$ cat config.mk
export PLATFORM = sky130hd
export DESIGN_NAME = tbar_top
export DESIGN_NICKNAME = d
export VERILOG_FILES = /design/src/rtl/tbar_pkg.sv /design/src/rtl/tbar_leaf.sv /design/src/rtl/tbar_node.sv /design/src/rtl/tbar_top.sv
export SDC_FILE = /design/constraint.sdc
export NUM_CORES = 1
export LEC_CHECK = 0
export ABC_AREA = 1
export CORE_ASPECT_RATIO = 0.9
export CORE_MARGIN = 2
export CORE_UTILIZATION = 45
export CTS_BUF_LIST = sky130_fd_sc_hd__clkbuf_8
export DETAILED_ROUTE_END_ITERATION = 10
export DONT_BUFFER_PORTS = 1
export PLACE_DENSITY = 0.58
export SLEW_MARGIN = 20
export SYNTH_ARGS = -nofsm -noshare
export SYNTH_HDL_FRONTEND = slang
export SYNTH_SLANG_ARGS = --single-unit
$ cat constraint.sdc
create_clock -name clk -period 1.14 [get_ports clk]
set_input_delay 0.057 -clock clk [delete_from_list [all_inputs] [get_ports clk]]
set_output_delay 0.057 -clock clk [all_outputs]
set_load 0.02 [all_outputs]
$ cat src/rtl/tbar_pkg.sv
package tbar_pkg;
   function automatic bit is_pow2(input int n);
      return (n > 0) && ((n & (n - 1)) == 0);
   endfunction
endpackage

$ cat src/rtl/tbar_leaf.sv
module tbar_leaf (
   input  logic clk,
   input  logic rst_n,
   input  logic arrive_i,
   input  logic release_i,
   output logic sense_o,
   output logic done_o,
   output logic accept_o,
   output logic error_o
);
   logic sense_q;
   logic err_q;

   assign done_o   = (sense_q != release_i);
   assign accept_o = arrive_i & done_o;

   always_ff @(posedge clk or negedge rst_n) begin
      if (!rst_n) begin
         sense_q <= 1'b1;
         err_q   <= 1'b0;
      end else begin
         if (accept_o) sense_q <= ~sense_q;
         err_q <= arrive_i & ~done_o;
      end
   end

   assign sense_o = sense_q;
   assign error_o = err_q;

   // A rejected arrival must not touch the local sense
   assert_err_keeps_sense_R6: assert property (@(posedge clk) disable iff (!rst_n)
      err_q |-> $stable(sense_q));

   // An accepted arrival leaves the participant waiting next cycle
   assert_wait_after_accept_R2: assert property (@(posedge clk) disable iff (!rst_n)
      accept_o |=> !done_o);
endmodule

$ cat src/rtl/tbar_node.sv
module tbar_node (
   input  logic clk,
   input  logic rst_n,
   input  logic left_i,
   input  logic right_i,
   output logic up_o
);
   logic seen_l, seen_r, up_q;
   logic full;

   assign full = (seen_l | left_i) & (seen_r | right_i);

   always_ff @(posedge clk or negedge rst_n) begin
      if (!rst_n) begin
         seen_l <= 1'b0;
         seen_r <= 1'b0;
         up_q   <= 1'b0;
      end else begin
         up_q   <= full;
         seen_l <= full ? 1'b0 : (seen_l | left_i);
         seen_r <= full ? 1'b0 : (seen_r | right_i);
      end
   end

   assign up_o = up_q;

   // A child may report only once per episode
   assert_no_repeat_left_R6: assert property (@(posedge clk) disable iff (!rst_n)
      !(seen_l && left_i));
   assert_no_repeat_right_R6: assert property (@(posedge clk) disable iff (!rst_n)
      !(seen_r && right_i));
endmodule

$ cat src/rtl/tbar_top.sv
module tbar_top #(
   parameter int P = 8
) (
   input  logic         clk,
   input  logic         rst_n,
   input  logic [P-1:0] arrive_i,
   output logic         release_o,
   output logic [P-1:0] sense_o,
   output logic [P-1:0] done_o,
   output logic [P-1:0] error_o
);
   import tbar_pkg::*;

   localparam int LEVELS = $clog2(P);
   localparam int NODES  = P - 1;
   localparam int EVW    = 2 * P - 1;

   if (!is_pow2(P) || P < 2) begin : g_bad_p
      $error("tbar_top: P must be a power of two and at least 2");
   end

   logic           release_q;
   logic [P-1:0]   accept;
   logic [EVW-1:0] ev;

   for (genvar p = 0; p < P; p++) begin : g_leaf
      tbar_leaf u_leaf (
         .clk       (clk),
         .rst_n     (rst_n),
         .arrive_i  (arrive_i[p]),
         .release_i (release_q),
         .sense_o   (sense_o[p]),
         .done_o    (done_o[p]),
         .accept_o  (accept[p]),
         .error_o   (error_o[p])
      );
      assign ev[NODES + p] = accept[p];
   end

   for (genvar n = 0; n < NODES; n++) begin : g_node
      tbar_node u_node (
         .clk     (clk),
         .rst_n   (rst_n),
         .left_i  (ev[2*n + 1]),
         .right_i (ev[2*n + 2]),
         .up_o    (ev[n])
      );
   end

   always_ff @(posedge clk or negedge rst_n) begin
      if (!rst_n)     release_q <= 1'b0;
      else if (ev[0]) release_q <= ~release_q;
   end

   assign release_o = release_q;

   // Release moves only when the root has combined both halves
   assert_release_only_on_root_R4: assert property (@(posedge clk) disable iff (!rst_n)
      !ev[0] |=> $stable(release_q));

   // Every participant is released together with the flip
   assert_all_done_on_flip_R5: assert property (@(posedge clk) disable iff (!rst_n)
      !$stable(release_q) |-> (&done_o));

   for (genvar p = 0; p < P; p++) begin : g_chk
      assert_done_rise_on_flip_R5: assert property (@(posedge clk) disable iff (!rst_n)
         $rose(done_o[p]) |-> !$stable(release_q));
   end

   if (LEVELS < 1) begin : g_bad_lv
      $error("tbar_top: tree needs at least one level");
   end
endmodule

==> impl.org, run 1 <==
** Power
- Sequential fraction of design power :: 34.2%
- Worst VDD drop :: 1.275 mV
- Switching power :: 2.672 mW
- In this run the static leakage power is 1.165 nW.
- Relative contribution of the clock network to total power :: 20.4%
- Net switching is 38.17% of the power.
- P_int :: 4.329 mW
- Combinational cells account for 45.5% of the total power.
- In this run the power density over the cells is 3188 mW/mm2.
- Power comes to 7.001 mW.

** Worst setup path
- CP required :: 1080 ps
- Source of the worst register-to-register timing path :: release_o
- Worst Path Buf+Inv :: 2
- The critical path is of the flip-flop to output port type.
- Of all nets on the critical path, the largest fanout is 6.
- Walking the worst path, the cells encountered are buf_12 > buf_4 > nand2_4 > and2_4.
- The worst setup path is launched from a flip-flop.
- Flop-to-flop setup slack :: -60 ps
- Data on the critical path arrives at its endpoint at 1340 ps.
- The largest single stage delay on the critical path is 490 ps.
- Broken down by cell family, the worst path's largest delay share belongs to flip-flops.
- Reg2reg path depth :: 7
- STA classifies the critical path endpoint as an output port.
- Among all stages on the critical path, the largest delay is contributed by sky130_fd_sc_hd__dfrtp_2.
- Worst setup startpoint :: release_o
- Critical register-to-register path endpoint :: g_node[6].u_node.seen_l

** Timing
- Summed over all failing endpoints, the final setup total negative slack is -2403 ps.
- The number of failing hold endpoints at the final stage came to 0.
- Actual transition at the worst max-transition pin :: 212.8 ps
- Worst slew margin relative to its limit :: 85.82%
- Highest clock rate :: 713.7 MHz
- Clock skew on the completed layout was measured at 2.317 ps.
- Fin worst setup slack :: -261.2 ps
- The worst path uses 122.9% of the clock period.
- Setup violations remaining at the end of the flow were counted as 21.
- Across all hold checks on the routed design, the worst slack comes to 13.80 ps.
- Setup repair after global routing missed its margin :: yes
- Final period demand of the worst path :: 1401 ps
- The final count of pins violating max slew came to 0.

** Placed design
- Detailed-placement wirelength estimate :: 1.988 mm
- The congestion estimate from routability-driven global placement came to 0.7476.
- After detailed placement, the total cell area comes to 0.001738 mm2.
- In this run the tool buffered the top-level ports with 0 buffer cells.
- Number of cells after detailed placement :: 230
- Pre-CTS worst setup slack :: -120.4 ps

** Synth
- Mapped Nets :: 203
- The synthesized netlist contains 20 unique library cells.
- Cells after Synth :: 193
- The cell area that synthesis handed to floorplanning was 0.001752 mm2.
- The synthesized design contains 38 register bits.
- Warnings from Yosys :: 0
- Average footprint of a synthesized cell :: 9.076 um2
- Share of synthesized area occupied by flip-flops and latches :: 54.86%

** Die
- Core box area :: 0.003731 mm2
- 35 I/O pins were placed.
- Measured along the x axis, the die boundary spans 69.77 um.
- The floorplan step defined a die boundary enclosing 0.004408 mm2.
- Starting utilization of the core area :: 46.95%
- After floorplanning, the core was divided into 21 placement rows.
- Chip Height :: 63.19 um

** Flow run
- Across the run, the number of max-cap violations was 0.

** Global route
- The first global-routing pass estimated 5.023 mm of wire.
- Via count of the first global-routing pass :: 1111
- Global routing consumed, over all layers together, 15.00% of the routing resources.
- The number of antenna violations at the first check in global routing was 0.
- For this run the aggregate overflow at the end of global routing stands at 0.
- Pin count of the biggest net entering global routing :: 39

** Cells and area
- Fillcell total :: 325
- Area growth from synthesis to final layout :: 25.36%
- Commonest non-fill, non-tap cells in the layout :: 33 x sky130_fd_sc_hd__inv_1, 29 x sky130_fd_sc_hd__dfrtp_1, 20 x sky130_fd_sc_hd__nand2_1, 20 x sky130_fd_sc_hd__nor2_1, 13 x sky130_fd_sc_hd__buf_4
- Total non-filler cell area in the finished layout :: 0.002196 mm2
- Registers take 962.2 um2.
- Area of the multi-input gates :: 530.5 um2
- 0 antenna diodes ended up in the layout.
- Commonest non-fill, non-tap cell in the layout :: sky130_fd_sc_hd__inv_1
- Cells fill 58.85% of the core in the end.
- Fraction of layout instances using a drive strength above 1 :: 36.36%
- Excluding fillers, the count of instances in the completed layout stands at 255.
- Number of nets in the layout :: 218

** Detailed routing
- Dividing the detail-routed via count by the number of cells gives 4.525.
- In this run, the number of DRC markers left after iteration 0 of detailed routing was 45.
- The first detailed-routing pass ran for 4 iterations.
- Antenna-violating nets left :: 0
- Routed length per instance :: 11.99 um
- Summing over every cut layer, the via total after detailed routing is 1154.
- After detailed routing, the number of remaining DRC violations is 0.
- Wirelength, routed :: 3.057 mm

** Clocking
- For this design, the sink count on the clock tree is 38.
- Clock transition at the registers of the reported paths :: 80 ps
- Maximum count of clock buffers along a single path :: 2
- Total CTS buffers :: 5
- The cell sitting at the root of the clock tree is a sky130_fd_sc_hd__clkbuf_8.
- TritonCTS built the clock tree.
- The H-tree generated during clock tree synthesis spans 2 levels.
- Clk Latency, worst-skew pair :: 290 ps

** Worst hold path
- Worst min-delay path category :: input port to flip-flop
- End of the worst hold path :: g_node[4].u_node.seen_r
- Worst hold path startpoint :: arrive_i[2]
- Min-Delay Path Depth :: 3

** Status
- The flow ran to the end, but the final reports show violations.
- Violations in the final reports :: negative setup slack
[synth_stat cells, drive strengths merged]
library cell   n  area, um2
xor2           1      8.760
o21ai          8      40.04
inv           37      143.9
dfstp          8      210.2
nor3           6      30.03
buf           26      211.5
nand3          8      45.04
nor2          25      98.84
dfrtp         30      750.7
and2           8      52.55
nand2         36      160.1
[registers in the layout, indices dropped and copies added (netlist names)]
name and flops:
g_node.u_node.seen_r 7, g_node.u_node.up_o 7, release_o 1, g_leaf.u_leaf.sense_o 8
g_node.u_node.seen_l 7, g_leaf.u_leaf.error_o 8
[kinds of logic (layout without fill, tap and decap cells)]
logic type | count (synthesis) | after routing | synth area share, %
buf+inv | 63 | 79 | 20.29
compound gates | 8 | 8 | 2.286
simple gates | 83 | 83 | 22.07
flops | 38 | 38 | 54.86
xor+xnor | 1 | 1 | 0.5001
[worst register-to-register path, stage by stage, from the launching register on]
cell and delay (ps):
sky130_fd_sc_hd__dfrtp_2 490, sky130_fd_sc_hd__buf_12 180, sky130_fd_sc_hd__buf_4 150, sky130_fd_sc_hd__nand2_4 50, sky130_fd_sc_hd__nand3_2 70, sky130_fd_sc_hd__nand2_2 80
sky130_fd_sc_hd__inv_2 40, sky130_fd_sc_hd__nor2_2 70
[timing repair]
action | CTS | global route
resized for setup | 19 | 23
hold buffers | 10 | 2
setup endpoints to repair | 28 | 23
pin swaps | 1 | 4
buffers inserted | 2 | 3
hold endpoints to repair | 61 | 3
[layer usage]
layer	wire length (um)	global-route usage, %	up-vias
li1	-	-	575
met1	1260	17.20	547
met2	1595	24.52	27
met3	151	6.880	5
met4	48	5.769	0
met5	0	0	-
[power by group through the flow]
stage,Clock [mW],Combinational (mW),Sequential [mW]
3_5_place_dp,0,2.38,2.42
5_1_grt,1.52,3.49,2.46
3_3_place_gp,0,2.32,2.40
6_report,1.43,3.18,2.39
2_1_floorplan,0,2.42,2.18
4_1_cts,1.45,2.83,2.40
[cell type report]
type | count | share of cell area, %
tap | 46 | 2.621
inverter | 37 | 7.521
multi-input combinational | 92 | 24.16
clock buffer | 6 | 3.761
timing repair buffer | 34 | 15.38
clock inverter | 2 | 2.735
sequential | 38 | 43.82
[worst max-delay path by stage]
| stage | cells past startpoint | slack, ps | to |
|---|---|---|---|
| after floorplan | 5 | 2 | done_o[6] |
| after global placement | 7 | -70 | g_node[5].u_node.up_o |
| after detailed placement | 7 | -120 | g_node[5].u_node.up_o |
| after CTS | 5 | -270 | done_o[4] |
| after global routing | 5 | -320 | done_o[3] |
| final | 4 | -260 | done_o[6] |
No activity file was read; power rests on OpenSTA's default activity.
==> inputs of run 2 (changes only) <==
--- a/config.mk
+++ b/config.mk
@@ -8,11 +8,11 @@
 export ABC_AREA = 1
 export CORE_ASPECT_RATIO = 0.9
 export CORE_MARGIN = 2
-export CORE_UTILIZATION = 45
+export CORE_UTILIZATION = 65
 export CTS_BUF_LIST = sky130_fd_sc_hd__clkbuf_8
 export DETAILED_ROUTE_END_ITERATION = 10
 export DONT_BUFFER_PORTS = 1
-export PLACE_DENSITY = 0.58
+export PLACE_DENSITY = 0.79
 export SLEW_MARGIN = 20
 export SYNTH_ARGS = -nofsm -noshare
 export SYNTH_HDL_FRONTEND = slang
==> run 2 against run 1 <==
  * The flow finishes with violations (design-rule violations, negative setup slack)
  * Clock power decreased by 35%
  * Register-to-register slack about the same
  * Final cell count decreased by 5.9%
  * Critical path type unchanged
==> impl.org, run 2 (same netlist as run 1, synthesis figures left out) <==
** Detailed routing
- Antenna-violating nets left :: 0 (unchanged)
- The number of violations reported at the end of detailed-routing iteration 0 is 66 (was 45).
- The count of vias placed by the detailed router was 1220 (was 1154).
- The highest routed metal layer was met4 (unchanged).
- The wire length reported by the detailed router came to 3.705 mm (was 3.057 mm).
- Wire length on met3 :: 179 um (was 151 um)
- Routed length per instance :: 15.44 um (was 11.99 um)
- The via-per-instance ratio is 5.083 (was 4.525).
- First-pass iteration count of the detailed router :: 7 (was 4)
- The DRC violation count after routing was 3 (was 0).
- The routed metal-1 wirelength came to 1.551 mm (was 1.260 mm).
- Metal2 WL :: 1.949 mm (was 1.595 mm)

** Die
- Starting utilization of the core area :: 69.79% (was 46.95%)
- Core box area :: 0.002510 mm2 (was 0.003731 mm2)
- The vertical die dimension is 53.25 um (was 63.19 um).
- The die span in x is 58.72 um (was 69.77 um).
- Floorplan die area :: 0.003127 mm2 (was 0.004408 mm2)
- Boundary pin count :: 35 (unchanged)
- Number of placement rows :: 17 (was 21)

** Timing
- Worst slew margin relative to its limit :: 81.54% (was 85.82%)
- The final count of pins violating max slew was 0 (unchanged).
- Highest clock rate :: 731.7 MHz (was 713.7 MHz)
- The worst setup slack after layout is -226.8 ps (was -261.2 ps).
- The clock tree skew after final layout came to 7.091 ps (was 2.317 ps).
- The setup TNS was -1773 ps (was -2403 ps).
- Final period demand of the worst path :: 1367 ps (was 1401 ps)
- The final period utilization is 119.9% (was 122.9%).
- Number of setup violations in the final report :: 14 (was 21)
- Setup repair after global routing missed its margin :: yes (unchanged)
- Worst hold margin :: 14.34 ps (was 13.80 ps)
- Final hold violation count :: 0 (unchanged)
- The slew of the pin with the lowest slew margin is 274.0 ps (was 212.8 ps).

** Power
- The power after layout is 6.679 mW (was 7.001 mW).
- Static leakage :: 1.151 nW (was 1.165 nW)
- The power per unit of standard cell area is 3138 mW/mm2 (was 3188 mW/mm2).
- Worst VDD drop :: 1.749 mV (was 1.275 mV)

** Cells and area
- Number of nets in the layout :: 221 (was 218)
- The layout overhead on the synthesized area is 21.50% (was 25.36%).
- Final Non-Filler Cells :: 240 (was 255)
- The layout cell share with drive strength beyond 1 was 41.04% (was 36.36%).
- Total non-filler cell area in the finished layout :: 0.002128 mm2 (was 0.002196 mm2)
- The antenna cell count came to 0 (unchanged).
- Commonest non-fill, non-tap cells in the layout: 29 x sky130_fd_sc_hd__inv_1, 29 x sky130_fd_sc_hd__dfrtp_1, 22 x sky130_fd_sc_hd__nor2_1 (was 33 x sky130_fd_sc_hd__inv_1, 29 x sky130_fd_sc_hd__dfrtp_1, 20 x sky130_fd_sc_hd__nand2_1, 20 x sky130_fd_sc_hd__nor2_1, 13 x sky130_fd_sc_hd__buf_4).

** Placed design
- The post-DP HPWL was 1.946 mm (was 1.988 mm).
- The routability-driven placement congestion ratio came to 0.7995 (was 0.7476).
- Port Buffers :: 0 (unchanged)
- Number of cells after detailed placement :: 214 (was 230)
- The instance area after placement came to 0.001718 mm2 (was 0.001738 mm2).

** Clocking
- TritonCTS clock tree :: done (unchanged)
- The post-CTS clock slew at the launch and capture registers of the worst setup and hold paths was 70 ps (was 80 ps).
- Maximum count of clock buffers along a single path :: 2 (unchanged)
- The total clock sinks came to 38 (unchanged).
- The number of buffers inserted during clock tree synthesis came to 5 (unchanged).
- Maximum level of the CTS H-tree :: 2 (unchanged)
- CTS root buffer :: sky130_fd_sc_hd__clkbuf_8 (unchanged)
- Clk Latency, worst-skew pair :: 280 ps (was 290 ps)

** Worst hold path
- The worst hold path class is input port to flip-flop (unchanged).

** Worst setup path
- Master of the slowest instance on the critical path :: sky130_fd_sc_hd__dfstp_2 (was sky130_fd_sc_hd__dfrtp_2)
- CP required :: 1080 ps (about the same)
- The category of the worst setup path capture point is an output port (unchanged).
- Arrival @ worst endpoint :: 1310 ps (was 1340 ps)
- Crit Path Class :: flip-flop to output port (unchanged)
- Cell-by-cell trace of the critical path: inv_1 > nand2_2 > and2_4 > buf_6 (was buf_12 > buf_4 > nand2_4 > and2_4).
- Critical path fanouts, max :: 3 (was 6)
- The type of element launching the critical path is a flip-flop (unchanged).
- The biggest cell delay along the critical path is 580 ps (was 490 ps).

** Global route
- The number of antenna violations at the first check in global routing was 0 (unchanged).
- The residual overflow from global routing came to 0 (unchanged).
- Wire length of the first global-routing pass :: 5.195 mm (was 5.023 mm)
- Pin count of the biggest net entering global routing :: 39 (unchanged)
- The aggregate global-route resource usage is 23.26% (was 15.00%).
- Via count of the first global-routing pass :: 1235 (was 1111)

** Status
- Run status :: finished with violations (unchanged)
- Violations in the final reports :: design-rule violations, negative setup slack (was negative setup slack)

** Flow run
- The max-capacitance violation count is 0 (unchanged).
==> run 2: cell types whose count changed in the layout (fill, tap and decap cells not counted), sizes merged <==
cell	before	now
buf	23	27
bufinv	2	0
dlygate4sd3	11	10
inv	36	38
==> run 2: layout make-up <==
class	count	area, um2
Sequential cell	38	962.2
Clock buffer	6	82.58
Timing Repair Buffer	37	375.4
Inverter	37	143.9
Clock inverter	2	8.758
Fill cell	108	381.6
Tap cell	28	35.03
Multi-Input combinational cell	92	520.5
==> run 2: what timing repair did <==
item / CTS / global route
pin swaps: 11 / 8
hold endpoints to repair: 56 / 1
hold buffers: 10 / 1
gates cloned: 0 / 0
gates resized for setup: 29 / 21
setup endpoints to repair: 16 / 19
buffers inserted: 5 / 2
==> run 2: worst max-delay path: cells and delay by family (launching register included) <==
kind / cells / cell delay [ps]
flip-flops: 1 / 580
AND/OR/NAND/NOR: 2 / 240
buffers and inverters: 2 / 200
==> run 2: through the flow <==
step	worst slack, ps	util [%]
CTS	-180.5	81.46
detailed placement	-48.17	68.44
global route	-272.1	84.80
global placement	4.895	68.44
finish	-226.8	84.80
floorplan	2.337	-
==> run 2: power breakdown <==
| group | switching, mW | total (mW) | internal (mW) |
|---|---|---|---|
| logic | 1.80 | 3.29 | 1.49 |
| clock network | 0.447 | 0.926 | 0.479 |
| registers | 0.505 | 2.46 | 1.96 |
==> run 2: metal layers <==
layer / up-vias / global-route usage (%)
li1: 580 / -
met5: - / 0
met4: 0 / 13.64
met2: 37 / 42.78
met1: 599 / 23.66
met3: 4 / 5.868
==> run 2: worst paths after layout <==
path / start / end / slack, ps / cells past startpoint
min reg2reg: g_node[1].u_node.seen_l / g_node[1].u_node.seen_r / 430 / 1
min: arrive_i[0] / g_node[3].u_node.seen_r / 10 / 3
max reg2reg: release_o / g_node[3].u_node.seen_l / -60 / 7
max in group asynchronous: rst_n / g_leaf[3].u_leaf.sense_o / 660 / 2
min in group asynchronous: rst_n / g_leaf[2].u_leaf.error_o / 220 / 2
max: g_leaf[2].u_leaf.sense_o / done_o[2] / -230 / 4
==> inputs of run 3 (changes only) <==
--- a/config.mk
+++ b/config.mk
@@ -9,7 +9,7 @@
 export CORE_ASPECT_RATIO = 0.9
 export CORE_MARGIN = 2
 export CORE_UTILIZATION = 65
-export CTS_BUF_LIST = sky130_fd_sc_hd__clkbuf_8
+export CTS_BUF_LIST = sky130_fd_sc_hd__clkbuf_4
 export DETAILED_ROUTE_END_ITERATION = 10
 export DONT_BUFFER_PORTS = 1
 export PLACE_DENSITY = 0.79
==> run 3 against run 2 <==
  * The run still ends with design-rule violations, negative setup slack left
  * Via count increased by 5.6%
  * Power increased by 0.17%
  * Die area unchanged
  * Register-to-register slack got worse by 260 ps
  * Critical path depth unchanged
  * Clock skew increased by 6.4 ps
  * Clock-buffer cell count unchanged
  * Maximum frequency decreased by 9.0%
  * Non-clock buffer count increased by 1
  * Final cell count increased by 0.42%
  * Global-route usage increased by 0.082 points
  * Sequential share of layout area decreased by 0.053 points
  * Critical path type unchanged
==> impl.org, run 3 (same netlist as run 1, synthesis figures left out) <==
** Status
- Run status: finished with violations (unchanged).
- Violations in the final reports: design-rule violations, negative setup slack (unchanged).

** Timing
- Max Clock Skew :: 13.46 ps (was 7.091 ps)
- Final setup TNS :: -3399 ps (was -1773 ps)
- Worst slew margin relative to its limit :: 83.89% (was 81.54%)
- Final period demand of the worst path :: 1502 ps (was 1367 ps)
- Setup repair after global routing missed its margin: yes (unchanged).
- The slew of the pin with the lowest slew margin came to 239.8 ps (was 274.0 ps).
- The final hold slack came to 162.6 ps (was 14.34 ps).
- Fin worst setup slack :: -362.3 ps (was -226.8 ps)
- Final Max Slew Viols :: 0 (unchanged)
- Final worst path period share :: 131.8% (was 119.9%)
- The maximum frequency from static timing analysis is 665.6 MHz (was 731.7 MHz).
- Number of setup violations in the final report :: 20 (was 14)
- Final hold violation count :: 0 (unchanged)

** Cells and area
- The final design utilization is 84.90% (was 84.80%).
- The fill cell instance count of the final layout is 115 (was 108).
- The layout overhead on the synthesized area is 21.64% (was 21.50%).
- Number of nets in the layout :: 222 (was 221)
- The multi-input logic area was 533.0 um2 (was 520.5 um2).
- Commonest non-fill, non-tap cells in the layout :: 29 x sky130_fd_sc_hd__dfrtp_1, 28 x sky130_fd_sc_hd__inv_1, 21 x sky130_fd_sc_hd__nor2_1 (was 29 x sky130_fd_sc_hd__inv_1, 29 x sky130_fd_sc_hd__dfrtp_1, 22 x sky130_fd_sc_hd__nor2_1)
- Commonest non-fill, non-tap cell in the layout :: sky130_fd_sc_hd__dfrtp_1
- The layout cell share with drive strength beyond 1 came to 42.25% (was 41.04%).
- The sequential cell area in the final layout is 962.2 um2 (unchanged).
- The antenna cell count came to 0 (unchanged).

** Clocking
- TritonCTS clock tree :: done (unchanged)
- Clock tree sinks :: 38 (unchanged)
- The number of buffers inserted during clock tree synthesis was 5 (unchanged).
- Maximum count of clock buffers along a single path :: 2 (unchanged)
- The level count of the clock H-tree was 2 (unchanged).
- The root buffer cell is sky130_fd_sc_hd__clkbuf_4 (was sky130_fd_sc_hd__clkbuf_8).
- The clock insertion delay at the later pin of the skew report was 350 ps (was 280 ps).
- The post-CTS clock slew at the launch and capture registers of the worst setup and hold paths is 120 ps (was 70 ps).

** Detailed routing
- DR iter-0 viols :: 143 (was 66)
- The count of vias placed by the detailed router was 1288 (was 1220).
- The average wire per standard cell was 16.71 um (was 15.44 um).
- The met3 routed wirelength came to 304 um (was 179 um).
- Post-DR vias/cell :: 5.344 (was 5.083)
- Antenna-violating nets left :: 0 (unchanged)
- Met1 Wirelength :: 1.549 mm (was 1.551 mm)
- First-pass iteration count of the detailed router :: 10 (was 7)
- The wire length reported by the detailed router came to 4.028 mm (was 3.705 mm).
- The routed length on met2 came to 2.060 mm (was 1.949 mm).
- The highest routed metal layer is met4 (unchanged).
- The DRC violation count after routing was 2 (was 3).

** Global route
- The wire length of the first global-routing pass is 5.168 mm (was 5.195 mm).
- The residual overflow from global routing came to 0 (unchanged).
- The via count of the first global-routing pass is 1202 (was 1235).
- Tot GR Track Use :: 23.34% (was 23.26%)
- Initial antenna violation count :: 0 (unchanged)
- The pin count of the biggest net entering global routing was 39 (unchanged).

** Power
- The maximum VDD drop came to 1.669 mV (was 1.749 mV).
- Static leakage :: 1.150 nW (was 1.151 nW)
- Power density over the cells :: 3140 mW/mm2 (was 3138 mW/mm2)

** Worst setup path
- The worst-path maximum fanout is 3 (unchanged).
- The cell depth of the worst flop-to-flop path was 8 (was 7).
- The type of element launching the critical path was a flip-flop (unchanged).
- Arrival @ worst endpoint :: 1450 ps (was 1310 ps)
- CP endpoint kind :: output port (unchanged)
- CP required :: 1080 ps (about the same)
- The kind of critical path is flip-flop to output port (unchanged).

** Die
- Die boundary width :: 58.72 um (unchanged)
- The core box area is 0.002510 mm2 (unchanged).
- The vertical die dimension is 53.25 um (unchanged).
- Boundary pin count :: 35 (unchanged)
- The effective utilization at floorplan came to 69.79% (unchanged).
- The number of placement rows was 17 (unchanged).
- Floorplan die area :: 0.003127 mm2 (unchanged)

** Flow run
- Number of max-cap violations :: 0 (unchanged)

** Placed design
- Detailed-placement wirelength estimate :: 1.946 mm (unchanged)
- The number of buffers inserted by port buffering came to 0 (unchanged).
- The routability-driven placement congestion ratio came to 0.7995 (unchanged).
- The worst-case setup slack after placement is -48.17 ps (unchanged).

** Worst hold path
- Worst min-delay path category :: input port to asynchronous set/reset pin (was input port to flip-flop)
[run 3: cell types whose count changed in the layout (fill, tap and decap cells not counted), sizes merged]
cell | before | now
inv | 38 | 37
buf | 27 | 29
clkinv | 1 | 2
dlygate4sd3 | 10 | 9
[run 3: worst max-delay path, cell delays in order (launching register included)]
cell	delay, ps
sky130_fd_sc_hd__dfstp_2	610
sky130_fd_sc_hd__inv_1	90
sky130_fd_sc_hd__nand2_2	100
sky130_fd_sc_hd__and2_4	170
sky130_fd_sc_hd__buf_6	110
[run 3: repair_timing]
item | 4_1_cts | 5_1_grt
setup buffers | 6 | 3
endpoints found under the hold margin | 65 | 0
hold buffers | 10 | 0
pin swaps | 11 | 7
gates resized for setup | 32 | 27
endpoints found under the setup margin | 23 | 25
[run 3: worst paths after layout]
kind / end / slack (ps) / from
worst min-delay path: release_o / 160 / rst_n
max in group asynchronous: g_leaf[7].u_leaf.sense_o / 730 / rst_n
worst min register to register: g_node[0].u_node.seen_r / 440 / g_node[1].u_node.up_o
worst max-delay path: done_o[2] / -360 / g_leaf[2].u_leaf.sense_o
worst max register to register: g_node[4].u_node.seen_r / -320 / release_o
min in group clk: g_leaf[7].u_leaf.sense_o / 400 / arrive_i[7]
[run 3: through the flow]
stage                     std cells  total power, mW  instance area [um2]
after floorplan                 193            4.603                 1752
after global placement          214            4.660                 1718
after detailed placement        214            4.773                 1718
after CTS                       238            6.119                 2026
after global routing            241            7.045                 2131
final                           241            6.690                 2131
[run 3: final cells by class]
cell class,count,area share [%]
clock inverters,2,0.4110
well taps,28,1.644
repair buffers,38,18.91
multi-input cells,92,25.01
clock buffers,6,2.114
inverters,37,6.753
flip-flops and latches,38,45.16
[run 3: layer usage]
metal / vias up / global-route usage, %
li1: 580 / -
met1: 628 / 24.23
met2: 66 / 41.85
met3: 14 / 7.824
met4: 0 / 11.74
met5: - / 0
[run 3: report_power, final]
group | internal, mW | switching (mW)
clock network | 0.256 | 0.437
registers | 1.95 | 0.532
logic | 1.59 | 1.92
total | 3.80 | 2.89
